==> config.mk <==
export PLATFORM = sky130hd
export DESIGN_NAME = poll_xact_ctrl
export DESIGN_NICKNAME = d
export VERILOG_FILES = /design/src/rtl/poll_xact_pkg.sv /design/src/rtl/poll_xact_tx_seq.sv /design/src/rtl/poll_xact_rx_watch.sv /design/src/rtl/poll_xact_id_grab.sv /design/src/rtl/poll_xact_ctrl.sv
export SDC_FILE = /design/constraint.sdc
export NUM_CORES = 1
export LEC_CHECK = 0
export ABC_AREA = 1
export BUFFER_PORTS_ARGS = -buffer_cell sky130_fd_sc_hd__buf_4
export CORE_ASPECT_RATIO = 0.7
export CORE_MARGIN = 4
export CORE_UTILIZATION = 62
export CTS_CLUSTER_SIZE = 24
export DETAILED_ROUTE_END_ITERATION = 10
export PLACE_DENSITY = 0.81
export SYNTH_ARGS = -nofsm -noshare
export SYNTH_HDL_FRONTEND = slang
export SYNTH_SLANG_ARGS = --single-unit
export TNS_END_PERCENT = 50
==> constraint.sdc <==
create_clock -name clk -period 3.8 [get_ports clk]
set_input_delay 0.19 -clock clk [delete_from_list [all_inputs] [get_ports clk]]
set_output_delay 0.19 -clock clk [all_outputs]
set_load 0.1 [all_outputs]
==> src/rtl/poll_xact_pkg.sv <==
`timescale 1ns/1ps
package poll_xact_pkg;

  typedef enum logic [1:0] {
    PS_OK      = 2'd0,
    PS_TIMEOUT = 2'd1,
    PS_BADCODE = 2'd2,
    PS_BADCRC  = 2'd3
  } poll_status_e;

  typedef enum logic [2:0] {
    C_IDLE,
    C_DELAY,
    C_SEND,
    C_LISTEN,
    C_READ
  } ctrl_state_e;

  localparam int unsigned REQ_LEN = 10;

  // fixed poll request, check sum already appended
  function automatic logic [7:0] req_byte(input logic [3:0] i);
    case (i)
      4'd0:    return 8'hB2;
      4'd1:    return 8'h4D;
      4'd2:    return 8'h06;
      4'd3:    return 8'h00;
      4'd4:    return 8'hFF;
      4'd5:    return 8'hFF;
      4'd6:    return 8'h00;
      4'd7:    return 8'h00;
      4'd8:    return 8'h09;
      4'd9:    return 8'h21;
      default: return 8'h00;
    endcase
  endfunction

endpackage

==> src/rtl/poll_xact_tx_seq.sv <==
`timescale 1ns/1ps
module poll_xact_tx_seq #(
  parameter int PRE_LEN  = 6,
  parameter int POST_LEN = 2
) (
  input  logic       clk,
  input  logic       rst,
  input  logic       launch,
  input  logic       tx_ready,
  output logic       tx_valid,
  output logic [7:0] tx_data,
  output logic       sent
);
  import poll_xact_pkg::*;

  localparam int TOTAL = PRE_LEN + int'(REQ_LEN) + POST_LEN;
  localparam int IW    = $clog2(TOTAL);

  logic          active;
  logic [IW-1:0] idx;

  function automatic logic [7:0] byte_at(input logic [IW-1:0] i);
    logic [IW-1:0] off;
    off = i - IW'(PRE_LEN);
    if (i < IW'(PRE_LEN))
      return 8'h00;
    else if (i < IW'(PRE_LEN + int'(REQ_LEN)))
      return req_byte(off[3:0]);
    else
      return 8'h00;
  endfunction

  always_ff @(posedge clk) begin
    if (rst) begin
      active  <= 1'b0;
      idx     <= '0;
      tx_data <= 8'h00;
      sent    <= 1'b0;
    end else begin
      sent <= 1'b0;
      if (!active) begin
        if (launch) begin
          active  <= 1'b1;
          idx     <= '0;
          tx_data <= byte_at('0);
        end
      end else if (tx_ready) begin
        if (idx == IW'(TOTAL - 1)) begin
          active <= 1'b0;
          sent   <= 1'b1;
        end else begin
          idx     <= idx + 1'b1;
          tx_data <= byte_at(idx + 1'b1);
        end
      end
    end
  end

  assign tx_valid = active;

endmodule

==> src/rtl/poll_xact_rx_watch.sv <==
`timescale 1ns/1ps
module poll_xact_rx_watch #(
  parameter int RX_LIMIT = 512
) (
  input  logic clk,
  input  logic rst,
  input  logic clear,
  input  logic rx_stb,
  output logic expired
);
  localparam int CW = $clog2(RX_LIMIT + 1);

  logic [CW-1:0] cnt;

  always_ff @(posedge clk) begin
    if (rst || clear)
      cnt <= '0;
    else if (rx_stb && cnt != CW'(RX_LIMIT))
      cnt <= cnt + 1'b1;
  end

  assign expired = (cnt == CW'(RX_LIMIT));

endmodule

==> src/rtl/poll_xact_id_grab.sv <==
`timescale 1ns/1ps
module poll_xact_id_grab #(
  parameter int          AW       = 9,
  parameter int          CODE_POS = 3,
  parameter int          ID_BYTES = 8,
  parameter logic [7:0]  ACK_CODE = 8'h01
) (
  input  logic                  clk,
  input  logic                  rst,
  input  logic                  fetch,
  output logic [AW-1:0]         rd_addr,
  input  logic [7:0]            rd_data,
  output logic                  code_bad,
  output logic                  id_ok,
  output logic [8*ID_BYTES-1:0] id_val
);
  localparam int LAST_POS = CODE_POS + ID_BYTES;
  localparam int IDW      = 8 * ID_BYTES;

  logic          issuing;
  logic          vld;
  logic [AW-1:0] tag;

  always_ff @(posedge clk) begin
    if (rst) begin
      issuing  <= 1'b0;
      vld      <= 1'b0;
      tag      <= '0;
      rd_addr  <= '0;
      id_val   <= '0;
      code_bad <= 1'b0;
      id_ok    <= 1'b0;
    end else begin
      code_bad <= 1'b0;
      id_ok    <= 1'b0;
      vld      <= issuing;
      tag      <= rd_addr;
      if (fetch) begin
        issuing <= 1'b1;
        rd_addr <= AW'(CODE_POS);
        id_val  <= '0;
        vld     <= 1'b0;
      end else if (issuing) begin
        if (rd_addr == AW'(LAST_POS))
          issuing <= 1'b0;
        else
          rd_addr <= rd_addr + 1'b1;
      end
      if (vld) begin
        if (tag == AW'(CODE_POS)) begin
          if (rd_data != ACK_CODE) begin
            code_bad <= 1'b1;
            issuing  <= 1'b0;
            vld      <= 1'b0;
          end
        end else begin
          id_val <= {id_val[IDW-9:0], rd_data};
          if (tag == AW'(LAST_POS))
            id_ok <= 1'b1;
        end
      end
    end
  end

endmodule

==> src/rtl/poll_xact_ctrl.sv <==
`timescale 1ns/1ps
module poll_xact_ctrl #(
  parameter int         MAX_TRIES   = 20,
  parameter int         RX_LIMIT    = 512,
  parameter int         START_DELAY = 8,
  parameter int         PRE_LEN     = 6,
  parameter int         POST_LEN    = 2,
  parameter int         AW          = 9,
  parameter int         ID_BYTES    = 8,
  parameter int         CODE_POS    = 3,
  parameter logic [7:0] ACK_CODE    = 8'h01
) (
  input  logic                  clk,
  input  logic                  rst,
  input  logic                  start,
  input  logic                  timer_tick,
  output logic [7:0]            tx_data,
  output logic                  tx_valid,
  input  logic                  tx_ready,
  input  logic                  rx_byte_stb,
  output logic                  dfr_clear,
  input  logic                  dfr_full,
  input  logic                  dfr_crc_ok,
  output logic [AW-1:0]         dfr_rd_addr,
  input  logic [7:0]            dfr_rd_data,
  output logic                  done,
  output logic [1:0]            status,
  output logic [8*ID_BYTES-1:0] card_id
);
  import poll_xact_pkg::*;

  localparam int TW = $clog2(MAX_TRIES + 1);
  localparam int DW = $clog2(START_DELAY + 1);

  ctrl_state_e           state;
  logic [TW-1:0]         tries;
  logic [DW-1:0]         dly;
  logic                  launch;
  logic                  fetch;
  logic                  sent;
  logic                  expired;
  logic                  code_bad;
  logic                  id_ok;
  logic [8*ID_BYTES-1:0] id_val;

  poll_xact_tx_seq #(
    .PRE_LEN (PRE_LEN),
    .POST_LEN(POST_LEN)
  ) u_tx (
    .clk     (clk),
    .rst     (rst),
    .launch  (launch),
    .tx_ready(tx_ready),
    .tx_valid(tx_valid),
    .tx_data (tx_data),
    .sent    (sent)
  );

  poll_xact_rx_watch #(
    .RX_LIMIT(RX_LIMIT)
  ) u_rxw (
    .clk    (clk),
    .rst    (rst),
    .clear  (dfr_clear),
    .rx_stb (rx_byte_stb),
    .expired(expired)
  );

  poll_xact_id_grab #(
    .AW      (AW),
    .CODE_POS(CODE_POS),
    .ID_BYTES(ID_BYTES),
    .ACK_CODE(ACK_CODE)
  ) u_id (
    .clk     (clk),
    .rst     (rst),
    .fetch   (fetch),
    .rd_addr (dfr_rd_addr),
    .rd_data (dfr_rd_data),
    .code_bad(code_bad),
    .id_ok   (id_ok),
    .id_val  (id_val)
  );

  always_ff @(posedge clk) begin
    if (rst) begin
      state     <= C_IDLE;
      tries     <= '0;
      dly       <= '0;
      launch    <= 1'b0;
      fetch     <= 1'b0;
      dfr_clear <= 1'b0;
      done      <= 1'b0;
      status    <= PS_OK;
      card_id   <= '0;
    end else begin
      launch    <= 1'b0;
      fetch     <= 1'b0;
      dfr_clear <= 1'b0;
      done      <= 1'b0;
      case (state)
        C_IDLE: begin
          if (start) begin
            tries   <= '0;
            dly     <= '0;
            card_id <= '0;
            state   <= C_DELAY;
          end
        end
        C_DELAY: begin
          if (timer_tick) begin
            if (dly == DW'(START_DELAY - 1)) begin
              launch <= 1'b1;
              state  <= C_SEND;
            end else begin
              dly <= dly + 1'b1;
            end
          end
        end
        C_SEND: begin
          if (sent) begin
            dfr_clear <= 1'b1;
            state     <= C_LISTEN;
          end
        end
        C_LISTEN: begin
          if (!dfr_clear) begin
            if (dfr_full && dfr_crc_ok) begin
              fetch <= 1'b1;
              state <= C_READ;
            end else if (dfr_full || expired) begin
              if (tries == TW'(MAX_TRIES - 1)) begin
                done   <= 1'b1;
                status <= dfr_full ? PS_BADCRC : PS_TIMEOUT;
                state  <= C_IDLE;
              end else begin
                tries <= tries + 1'b1;
                dly   <= '0;
                state <= C_DELAY;
              end
            end
          end
        end
        C_READ: begin
          if (code_bad) begin
            done   <= 1'b1;
            status <= PS_BADCODE;
            state  <= C_IDLE;
          end else if (id_ok) begin
            done    <= 1'b1;
            status  <= PS_OK;
            card_id <= id_val;
            state   <= C_IDLE;
          end
        end
        default: state <= C_IDLE;
      endcase
    end
  end

endmodule

### After elaboration in Yosys (flattened, before gate mapping)

Memories as Yosys holds them, arrays and structs flattened.
Index checks and enable logic that the tools add are counted.

| word-level totals | value |
|---|---|
| word-level logic and storage cells | 176 |
| bits of input ports | 16 |
| ROM bits | 128 |
| memories | 1 |
| bits in registers | 193 |
| output and inout bits | 86 |

Memories:

| name | words | bits a word | read ports | clocked after memory_dff | wr ports | RTL line | source |
|---|---|---|---|---|---|---|---|
| (name not given) | 16 | 8 | 1 | 0 | 0 | poll_xact_pkg.sv:23 | `case (i)` |

| operators by class | value |
|---|---|
| add/subtract/negate cells | 6 |
| $lt $le $gt $ge | 2 |
| mux-type cells | 80 |
| equality and inequality tests | 30 |
| reduce and logical (&&, ||, !) cells | 26 |
| bitwise operators | 9 |

Operators by type and width:

| cell | number |
|---|---|
| 2-to-1 mux 64 bit | 6 |
| case mux 64 bit (2 select lines) | 1 |
| 2-to-1 mux 8 bit | 6 |
| 2-to-1 mux 5 bit | 9 |
| 2-to-1 mux 4 bit | 7 |
| 2-to-1 mux 1 bit | 27 |
| 2-to-1 mux 3 bit | 9 |
| != test 2 bit (second input constant) | 13 |
| 2-to-1 mux 2 bit | 10 |
| equality test 9 x 4 -> 1 bit (second input constant) | 2 |
| case mux 3 bit (5 select lines) | 1 |
| OR reduction 3 bit | 5 |
| case mux 4 bit (3 select lines) | 1 |
| AND reduction 6 bit | 2 |
| adder 10 x 1 -> 10 bit (second input constant) | 1 |
| adder 5 x 1 -> 5 bit (second input constant) | 2 |
| equality test 10 bit (second input constant) | 1 |
| equality test 5 bit (second input constant) | 2 |
| != test 10 bit (second input constant) | 1 |
| case mux 5 bit (2 select lines) | 1 |
| nonzero test 2 bit | 5 |
| adder 9 x 1 -> 9 bit (second input constant) | 1 |
| equality test 9 x 2 -> 1 bit (second input constant) | 1 |
| NOT 1 bit | 9 |
| other kinds (24) | 30 |

### Longest topological paths before layout

An unclocked memory read counts as a cell.

| logic depth | value |
|---|---|
| depth in word-level cells | 8 |
| mapped depth | 12 |
| gate-level depth less buffers | 12 |

### Hierarchy

Synthesis repeated with hierarchy kept, for this count alone.

| unflattened totals | value |
|---|---|
| cell total of the unflattened synthesis | 1,315 |
| area, all modules | 9,589.2 µm² |

By module, submodules not included:

| module | sequential area each (µm²) | area an instance (µm²) | cells an instance | times used |
|---|---|---|---|---|
| poll_xact_ctrl | 1,641.6 | 4,179.0 | 516 | 1 |
| poll_xact_id_grab | 1,721.7 | 3,973.8 | 585 | 1 |
| poll_xact_tx_seq | 280.3 | 835.8 | 124 | 1 |
| poll_xact_rx_watch | 200.2 | 600.6 | 90 | 1 |

### Least setup slack after synthesis

Ideal clock, no wire load.

| timing | value |
|---|---|
| kind | register to register |
| start point | register u_id.rd_addr[2] |
| end point | register u_id.rd_addr[6] |
| setup slack | 1,705 ps |
| setup time | 64 ps |
| clock period less this slack | 2,095 ps |
| data required time | 3,736 ps |
| path buffers | 0 |
| stages on the path, launching flop included | 9 |
| arrival time | 2,031 ps |
| cells stage by stage | dfxtp_1 -> inv_1 -> nand4_1 -> nor2_1 -> nor2_2 -> inv_1 -> o21ai_0 -> nand2_1 -> nor2_1 |

| on the way | value |
|---|---|
| word-level cells in the longest chain between the ends | 3 |
| elaborated cells between the ends (all ways) | 4 |
| classes of those cells | add/sub: 1; eq/ne: 1; bitwise: 1; reduce/logical: 1 |

Ends and longest elaborated chain:

| what | RTL line | source |
|---|---|---|
| start: declaration | poll_xact_id_grab.sv:11 | `output logic [AW-1:0] rd_addr,` |
| start signal: assignment | poll_xact_id_grab.sv:40 | `rd_addr <= AW'(CODE_POS);` |
| start signal: assignment | poll_xact_id_grab.sv:47 | `rd_addr <= rd_addr + 1'b1;` |
| branches (longest 3 deep; another with adder 9 x 1 -> 9 bit) | -- |  |

Parallel ways; which one is timed is not known.
A chain may end at the register's enable or synchronous reset.

### Final worst setup path

| timing | value |
|---|---|
| start point | register u_tx.idx[0] |
| end point | register u_tx.tx_data[0] |

| on the way | value |
|---|---|
| word-level cells in the longest chain between the ends | 8 |
| elaborated cells between the ends (all ways) | 13 |
| classes of those cells | add/sub: 2; order compare: 2; eq/ne: 2; mux: 5; reduce/logical: 1; memory: 1 |

Ends and longest elaborated chain:

| what | RTL line | source |
|---|---|---|
| start: declaration | poll_xact_tx_seq.sv:20 | `logic [IW-1:0] idx;` |
| start signal: assignment | poll_xact_tx_seq.sv:52 | `idx <= idx + 1'b1;` |
| adder 5 x 1 -> 5 bit | poll_xact_tx_seq.sv:53 | `tx_data <= byte_at(idx + 1'b1);` |
| subtractor 4 x 3 -> 4 bit | poll_xact_tx_seq.sv:24 | `off = i - IW'(PRE_LEN);` |
| memory read (16 x 8 bit) | -- |  |
| 2-to-1 mux 8 bit | poll_xact_tx_seq.sv:27 | `else if (i < IW'(PRE_LEN + int'(REQ_LEN)))` |
| 2-to-1 mux 8 bit | poll_xact_tx_seq.sv:25 | `if (i < IW'(PRE_LEN))` |
| 2-to-1 mux 8 bit | poll_xact_tx_seq.sv:48 | `if (idx == IW'(TOTAL - 1)) begin` |
| 2-to-1 mux 8 bit | poll_xact_tx_seq.sv:47 | `end else if (tx_ready) begin` |
| 2-to-1 mux 8 bit | poll_xact_tx_seq.sv:41 | `if (!active) begin` |
| end signal: assignment | poll_xact_tx_seq.sv:45 | `tx_data <= byte_at('0);` |
| end signal: assignment | poll_xact_tx_seq.sv:53 |  |
| end: declaration | poll_xact_tx_seq.sv:11 | `output logic [7:0] tx_data,` |

Parallel ways exist; a longest one is shown, timed or not. The select of a mux whose other input is x is not followed.

==> results.py <==
metrics = {
    "status": {
        "status": "finished, final reports clean",
    },
    "setup_path": {
        "slowest_stage": "dfxtp_1",
        "worstSetupEndpointType": "register",
        "slowest_delay_ps": 510,
        "cp-start-kind": "register",
        "arrival_ps": 2600,
        "crit_fanout": 9,
        "path_buf_inv": 0,
        "cp_cell_sequence": "ha_1, xor2_1, ha_1, nor2_1, a21oi_1, nand3_1, nand3_1, a21oi_1",
        "crit_required_ps": 4150,
        "cp_top_family": "adder cells",
        "critPathKind": "register to register",
        "r2r-start": "u_tx.idx[0]",
        "crit_start": "u_tx.idx[0]",
    },
    "layout": {
        "drive_gt1_share_pct": 14.0,
        "fin_util_pct": 74.1,
        "fillers": 980,
        "final_nets": 1129,
        "areaGrowthSynthToFinish_pct": 16.1,
        "finalNonFillerCells": 1278,
        "final_area_um2": 9310,
        "n_antenna_cell": 0,
    },
    "drt": {
        "drt_first_pass_iters": 5,
        "drcViolationCount": 0,
        "drt-initial-drc-count": 508,
        "wire_per_inst_um": 14.9,
        "via_count": 7160,
        "wirelength_um": 19000,
        "ant_nets": 0,
        "routed_via_density": 5.60,
    },
    "synthesis": {
        "yosys_warnings": 0,
        "synth_seq_cells": 192,
        "syn_nets": 1068,
        "synth_top_cells_by_count": "dfxtp_1 (192), nand2_1 (180), a21oi_1 (168)",
        "async_flop_share_pct": 0,
        "synth.most_common_cell": "dfxtp_1",
        "ys_types": 34,
        "synth_top_area_share_pct": 48.0,
        "synth_cells": 1042,
        "synth.yosys.seq_area_share_pct": 48.0,
        "yosysTopAreaCell": "dfxtp_1",
        "synth_edf_count": 0,
        "synth.area.top_cells": "dfxtp_1 (48%), a21oi_1 (10%), nand2_1 (8.4%)",
        "avgSynthCellArea_um2": 7.69,
        "ys.flop_type": "dfxtp_1",
        "synthesis.area_um2": 8010,
    },
    "floorplan": {
        "io_pins": 102,
        "die_area_um2": 14800,
        "chipHeight_um": 103,
        "die_w_um": 144,
        "initial_core_util_pct": 63.8,
        "core_um2": 12500,
        "fp-row-count": 34,
    },
    "placed_design": {
        "dp_hpwl_um": 11700,
        "place.port_buffers": 101,
        "place_area_um2": 8730,
        "gp_congestion": 0.851,
        "dp_cells": 1246,
        "place_ws_ps": 1660,
    },
    "global_route": {
        "grt.met2_usage_pct": 40.3,
        "grt_busiest_layer": "met2",
        "grt_pass1_vias": 6530,
        "grt_util_met1_pct": 37.5,
        "met3_usage_pct": 4.31,
        "grt_pass1_wl_um": 31400,
        "overflow": 0,
        "grt_usage_pct": 26.0,
        "antenna_found_initial": 0,
        "grt_max_degree": 129,
    },
    "clock_tree": {
        "cts_num_sinks": 192,
        "cts_setup_buffers": 0,
        "cts_buffer_depth": 2,
        "postCtsHoldBufs": 0,
        "cts_tree": "yes",
        "clk_latency_ps": 430,
        "post_cts_resized": 0,
        "htreeDepth": 4,
        "clkTransAtPathRegs_ps": 70,
        "numCtsBuffers": 17,
        "root_buffer": "clkbuf_16",
    },
    "sta": {
        "maxSlewViolCount": 0,
        "whs_ps": 43.7,
        "fin_crit_ps": 2240,
        "finalWorstSetupSlack_ps": 1560,
        "min_period_over_period_pct": 59.1,
        "worst_pin_slew_ps": 1160,
        "fin_worst_skew_ps": 15.5,
        "finalSetupViolCount": 0,
        "hold_viol_final": 0,
        "finalSetupTns_ps": 0,
        "worst_slew_margin_rel_pct": 22.9,
        "max_freq_ghz": 0.446,
        "rsz0062_at_grt": "false",
    },
    "worst_hold_path": {
        "hold_start": "timer_tick",
        "hp-class": "input pin to register",
    },
    "run": {
        "maxCapViolCount": 0,
    },
    "power": {
        "vdd.ir_drop.worst_uv": 673,
        "powerDensity_nw_per_um2": 532,
        "total_power_mw": 4.95,
        "leakage_nw": 3.62,
    },
}
## worst min-delay path, delay by kind of cell
family / cells / cell delay (ps)
buffers and inverters: 2 / 190
AND/OR/NAND/NOR: 1 / 50
## registers in the layout, indices dropped and copies added, names as in the netlist, 2 cells and up
name and count:
u_rxw.cnt 10, dly 4, u_id.tag 9, tries 5, u_id.id_val 64, card_id 64
u_tx.tx_data 7, u_id.rd_addr 9, status 2, u_tx.idx 5, state 3
## path summary, 6_finish.rpt
path,endpoint,slack (ps),cells after the start
hold / removal,launch,40,3
hold reg to reg,card_id[47],460,2
setup / recovery,u_tx.tx_data[0],1560,8
setup reg to reg,u_tx.tx_data[0],1560,8
## power breakdown
group | internal (mW) | switching (mW) | leakage, nW
registers | 2.06 | 0.0575 | 1.55
logic | 0.356 | 0.718 | 1.80
clock network | 0.928 | 0.830 | 0.272
total | 3.34 | 1.60 | 3.62
## logic make-up (layout without fill, tap and decap cells)
family,Yosys count,after routing,synth area share [%]
flip-flops,192,192,48.0
AO/OA/AOI/OAI,250,250,15.8
XOR/XNOR,10,10,1.09
buffers and inverters,130,204,6.87
AND/OR/NAND/NOR,450,450,26.7
adder cells (fa/ha/maj),10,10,1.56
## cells in the final DEF (no fill, tap or decap), types with 13 or more instances in the layout
| cell type | instances |
|---|---|
| nand3_1 | 24 |
| o21ai_0 | 74 |
| nand3b_1 | 69 |
| buf_4 | 106 |
| a21oi_1 | 168 |
| nor2_1 | 121 |
| nor3_1 | 13 |
| inv_1 | 58 |
| nand4_1 | 23 |
| dfxtp_1 | 192 |
| clkbuf_16 | 17 |
| nand2_1 | 180 |
## metal layers
layer | part of all wire (%) | wire (um) | up-vias
met1 | 47 | 8990 | 3329
met4 | 1.2 | 236 | 0
met3 | 6.0 | 1130 | 19
met2 | 46 | 8680 | 214
li1 | - | - | 3598
met5 | 0 | 0 | -
## final cells by class
cell class                 instances  area, um2  area share [%]
tap                              162        203            2.18
timing repair buffer             106        796            8.55
sequential                       192       3840            41.3
inverter                          66        248            2.66
clock inverter                    14        150            1.61
multi-input combinational        720       3640            39.1
clock buffer                      18        429            4.61
No activity file was read; power rests on OpenSTA's default activity.
